--- src/rtl/bitseq_pkg.sv ---
package bitseq_pkg;
    typedef enum logic [1:0] {
        MLY_IDLE   = 2'd0,
        MLY_GOT1   = 2'd1,
        MLY_GOT10  = 2'd2,
        MLY_GOT101 = 2'd3
    } mly_state_t;

    typedef enum logic [2:0] {
        MOR_IDLE   = 3'd0,
        MOR_GOT1   = 3'd1,
        MOR_GOT10  = 3'd2,
        MOR_GOT101 = 3'd3,
        MOR_FOUND  = 3'd4
    } mor_state_t;
endpackage

--- src/rtl/bitseq_mealy_fsm.sv ---
module bitseq_mealy_fsm
    import bitseq_pkg::*;
(
    input  logic clk,
    input  logic sync_clr,
    input  logic din,
    output logic hit
);
    mly_state_t state_q, state_d;

    always_ff @(posedge clk) begin
        if (sync_clr) state_q <= MLY_IDLE;
        else          state_q <= state_d;
    end

    always_comb begin
        state_d = state_q;
        unique case (state_q)
            MLY_IDLE:   state_d = din ? MLY_GOT1   : MLY_IDLE;
            MLY_GOT1:   state_d = din ? MLY_GOT1   : MLY_GOT10;
            MLY_GOT10:  state_d = din ? MLY_GOT101 : MLY_IDLE;
            MLY_GOT101: state_d = din ? MLY_GOT1   : MLY_GOT10;
        endcase
    end

    // output process: input-dependent, gated by the clear
    always_comb begin
        hit = 1'b0;
        unique case (state_q)
            MLY_GOT101: hit = din & ~sync_clr;
            default:    hit = 1'b0;
        endcase
    end
endmodule

--- src/rtl/bitseq_moore_fsm.sv ---
module bitseq_moore_fsm
    import bitseq_pkg::*;
(
    input  logic clk,
    input  logic sync_clr,
    input  logic din,
    output logic hit
);
    mor_state_t state_q, state_d;

    always_ff @(posedge clk) begin
        if (sync_clr) state_q <= MOR_IDLE;
        else          state_q <= state_d;
    end

    always_comb begin
        state_d = MOR_IDLE;
        unique case (state_q)
            MOR_IDLE:   state_d = din ? MOR_GOT1  : MOR_IDLE;
            MOR_GOT1:   state_d = din ? MOR_GOT1  : MOR_GOT10;
            MOR_GOT10:  state_d = din ? MOR_GOT101 : MOR_IDLE;
            MOR_GOT101: state_d = din ? MOR_FOUND : MOR_GOT10;
            MOR_FOUND:  state_d = din ? MOR_GOT1  : MOR_GOT10;
            default:    state_d = MOR_IDLE;
        endcase
    end

    // output process: present state only
    always_comb begin
        unique case (state_q)
            MOR_FOUND: hit = 1'b1;
            default:   hit = 1'b0;
        endcase
    end
endmodule

--- src/rtl/bitseq_watch.sv ---
module bitseq_watch (
    input  logic clk,
    input  logic sync_clr,
    input  logic din,
    output logic hit_now,
    output logic hit_reg
);
    bitseq_mealy_fsm u_early (
        .clk      (clk),
        .sync_clr (sync_clr),
        .din      (din),
        .hit      (hit_now)
    );

    bitseq_moore_fsm u_late (
        .clk      (clk),
        .sync_clr (sync_clr),
        .din      (din),
        .hit      (hit_reg)
    );
endmodule

--- config.mk ---
export PLATFORM = sky130hd
export DESIGN_NAME = bitseq_watch
export DESIGN_NICKNAME = d
export VERILOG_FILES = /design/src/rtl/bitseq_pkg.sv /design/src/rtl/bitseq_mealy_fsm.sv /design/src/rtl/bitseq_moore_fsm.sv /design/src/rtl/bitseq_watch.sv
export SDC_FILE = /design/constraint.sdc
export NUM_CORES = 1
export LEC_CHECK = 0
export ABC_AREA = 1
export BUFFER_PORTS_ARGS = -buffer_cell sky130_fd_sc_hd__buf_2
export CORE_AREA = 2 2 39 41
export DETAILED_ROUTE_END_ITERATION = 6
export DIE_AREA = 0 0 41 43
export SETUP_SLACK_MARGIN = 0.2
export SLEW_MARGIN = 20
export SYNTH_ARGS = -nofsm -noshare
export SYNTH_HDL_FRONTEND = slang
export SYNTH_SLANG_ARGS = --single-unit
--- constraint.sdc ---
create_clock -name clk -period 1.05 [get_ports clk]
set_input_delay 0.1575 -clock clk [delete_from_list [all_inputs] [get_ports clk]]
set_output_delay 0.1575 -clock clk [all_outputs]
set_load 0.02 [all_outputs]
==> impl_metrics.env <==
export IMPL_power_clock_fraction=0.479
export IMPL_fin_ws_ns=-0.005911
export IMPL_rsz0062_at_grt="true"
export IMPL_synth_area_per_cell_um2=6.579
export IMPL_grt_usage=0.06734
export IMPL_crit_chain="inv_1 > nor3_2 > buf_4"
export IMPL_fin_crit_ns=1.056
export IMPL_fin_crit_sh=1.006
export IMPL_clockBufferDepth=2
export IMPL_root_buffer="clkbuf_4"
export IMPL_slew_headroom=0.9019
export IMPL_yosysSeqAreaShare=0.4908
export IMPL_fin_worst_skew_ns=0.0001936
export IMPL_dr_pass1_iters=4
export IMPL_netlist_area_um2=203.9
export IMPL_path_clk_slew_ns=0.04
export IMPL_outcome="complete, but fails checks"
export IMPL_ant_nets=0
export IMPL_worst_slew_pin_slew_ns=0.1455
export IMPL_hold_path_class="input pin to flop"
export IMPL_final_setup_viol_count=2
export IMPL_cts_tree="built"
export IMPL_utilization=0.2152
export IMPL_ys_warn_count=0
export IMPL_synth_nets=34
export IMPL_fp_dieW_um=41
export IMPL_area_delta_synth_final_pct=46.01
export IMPL_drive_gt1_frac=0.4000
export IMPL_dp_hpwl_um=295.5
export IMPL_antenna_found_initial=0
export IMPL_grt_max_degree=6
export IMPL_p_int_mw=0.3567
export IMPL_max_stage_delay_ns=0.33
export IMPL_core_area_mm2=0.001384
export IMPL_clock_fmax_mhz=947.1
export IMPL_cp_required_ns=0.89
export IMPL_maxCapViolations=0
export IMPL_rows=14
export IMPL_power_switching_fraction=0.2205
export IMPL_fin_nets=44
export IMPL_power_density_mw_per_mm2=1536
export IMPL_grt_pass1_wl_um=710
export IMPL_port_buffers=4
export IMPL_post_dp_cell_area_um2=254.0
export IMPL_initial_core_util=0.1474
export IMPL_dr_total_vias=211
export IMPL_die_area_mm2=0.001763
export IMPL_stdcell_area_um2=297.8
export IMPL_drcViolationCount=0
export IMPL_overflow=0
export IMPL_io_pins=5
export IMPL_viasPerCell=3.768
export IMPL_seqPwrFrac=0.451
export IMPL_crit_family="flip-flops"
export IMPL_cts_buffers=3
export IMPL_hold_viol=0
export IMPL_switchingPower_mw=0.1009
export IMPL_critPathArrivalTime_ns=0.90
export IMPL_peakVddDrop_mv=0.4748
export IMPL_crit_slowest_cell="dfxtp_2"
export IMPL_drt_iter0_markers=6
export IMPL_globalplace_congestion=0.6664
export IMPL_ys_seq_elements=5
export IMPL_die_h_um=43
export IMPL_routed_wl_um=423
export IMPL_finalPower_mw=0.4575
export IMPL_grt_pass1_vias=195
export IMPL_violations="setup timing"
export IMPL_cts_htree_levels=1
export IMPL_netlist_instances=31
export IMPL_path_class="flop to output port"
export IMPL_combinationalPowerShare=0.069
export IMPL_cp_start_kind="flop"
export IMPL_finalMaxSlewViolations=0
export IMPL_critPathBufInv=2
export IMPL_insertion_delay_ns=0.24
export IMPL_end_kind="output port"
export IMPL_diodes=0
export IMPL_numClockSinks=5
export IMPL_synth_distinct_cells=8
export IMPL_wl_per_cell_um=7.554
export IMPL_layout_common_cells="nand2_1, nor2_1, dfxtp_2"
export IMPL_timing_hold_ws_ns=0.2158
export IMPL_leakage_nw=0.1379
export IMPL_critical_path_max_fanout=4
-- what timing repair did --
item | CTS | global route
setup endpoints to repair | 2 | 3
pin swaps | 1 | 1
hold buffers | 0 | 0
cloned | 0 | 0
buffers inserted | 1 | 0
gates resized for setup | 6 | 1
-- worst paths after layout --
kind	slack, ns	from	cells past startpoint	endpoint
worst min-delay path	0.22	sync_clr	4	u_early.state_q[1]$_SDFF_PP0_
worst max-delay path	-0.006	u_late.state_q[2]$_SDFF_PP0_	3	hit_reg
worst max register to register	0.30	u_late.state_q[2]$_SDFF_PP0_	5	u_late.state_q[1]$_SDFF_PP0_
worst min register to register	0.42	u_late.state_q[2]$_SDFF_PP0_	1	u_late.state_q[2]$_SDFF_PP0_
-- cells in the mapped netlist --
| cell | instances | area, µm² |
|---|---|---|
| dfxtp_1 | 5 | 100.1 |
| nor3_1 | 3 | 15.01 |
| a21oi_1 | 1 | 5.000 |
| nand2_1 | 8 | 30.03 |
| inv_1 | 4 | 15.01 |
| nor2_1 | 8 | 30.03 |
| inv_2 | 1 | 3.750 |
| o21ai_0 | 1 | 5.000 |
-- flip-flops by register name, summed over array words and instances, names as in the netlist --
register / count
u_late.state_q: 3
u_early.state_q: 2
-- logic make-up (layout without fill, tap and decap cells) --
group | count (synthesis) | count (layout) | share of synthesized area
buf+inv | 5 | 14 | 0.09199
simple gates | 19 | 19 | 0.3681
compound gates | 2 | 2 | 0.04903
flops | 5 | 5 | 0.4908
-- power by group through the flow --
| stage | logic [mW] | clock network [mW] | registers (mW) |
|---|---|---|---|
| after detailed placement | 0.0283 | 0 | 0.208 |
| after global placement | 0.0280 | 0 | 0.208 |
| after global routing | 0.0363 | 0.249 | 0.207 |
| after floorplan | 0.0189 | 0 | 0.207 |
| final | 0.0317 | 0.219 | 0.207 |
| after CTS | 0.0316 | 0.230 | 0.206 |
-- worst register-to-register path: stages, from the launching register on --
cell and delay, ns:
dfxtp_2 0.32, inv_1 0.10, nand2_1 0.07, nor2_1 0.08
nor2_1 0.04, nor2_1 0.07
-- through the flow --
step	std cells	TNS (ns)	setup slack [ns]
after floorplan	31	0	0.2119
after global placement	51	0	0.2104
after detailed placement	51	0	0.2081
after CTS	56	-0.05522	-0.03739
after global routing	56	-0.1246	-0.06377
final	56	-0.009677	-0.005911
-- final cells by class --
cell class                 instances  area [µm²]
inverter                           5       18.77
clock buffer                       4       26.28
tap                               16       20.02
sequential                         5       105.1
fill                             164        1086
multi-input combinational         21       95.09
timing repair buffer               5       32.53
-- layer usage --
| layer | wire [µm] | vias to the layer above | GRT usage |
|---|---|---|---|
| met2 | 200 | 10 | 0.09063 |
| met5 | 0 | - | 0 |
| met1 | 167 | 90 | 0.05484 |
| li1 | - | 111 | - |
| met3 | 54 | 0 | 0.07853 |
| met4 | 0 | 0 | 0.04000 |
(Power assumes the default switching activity.)
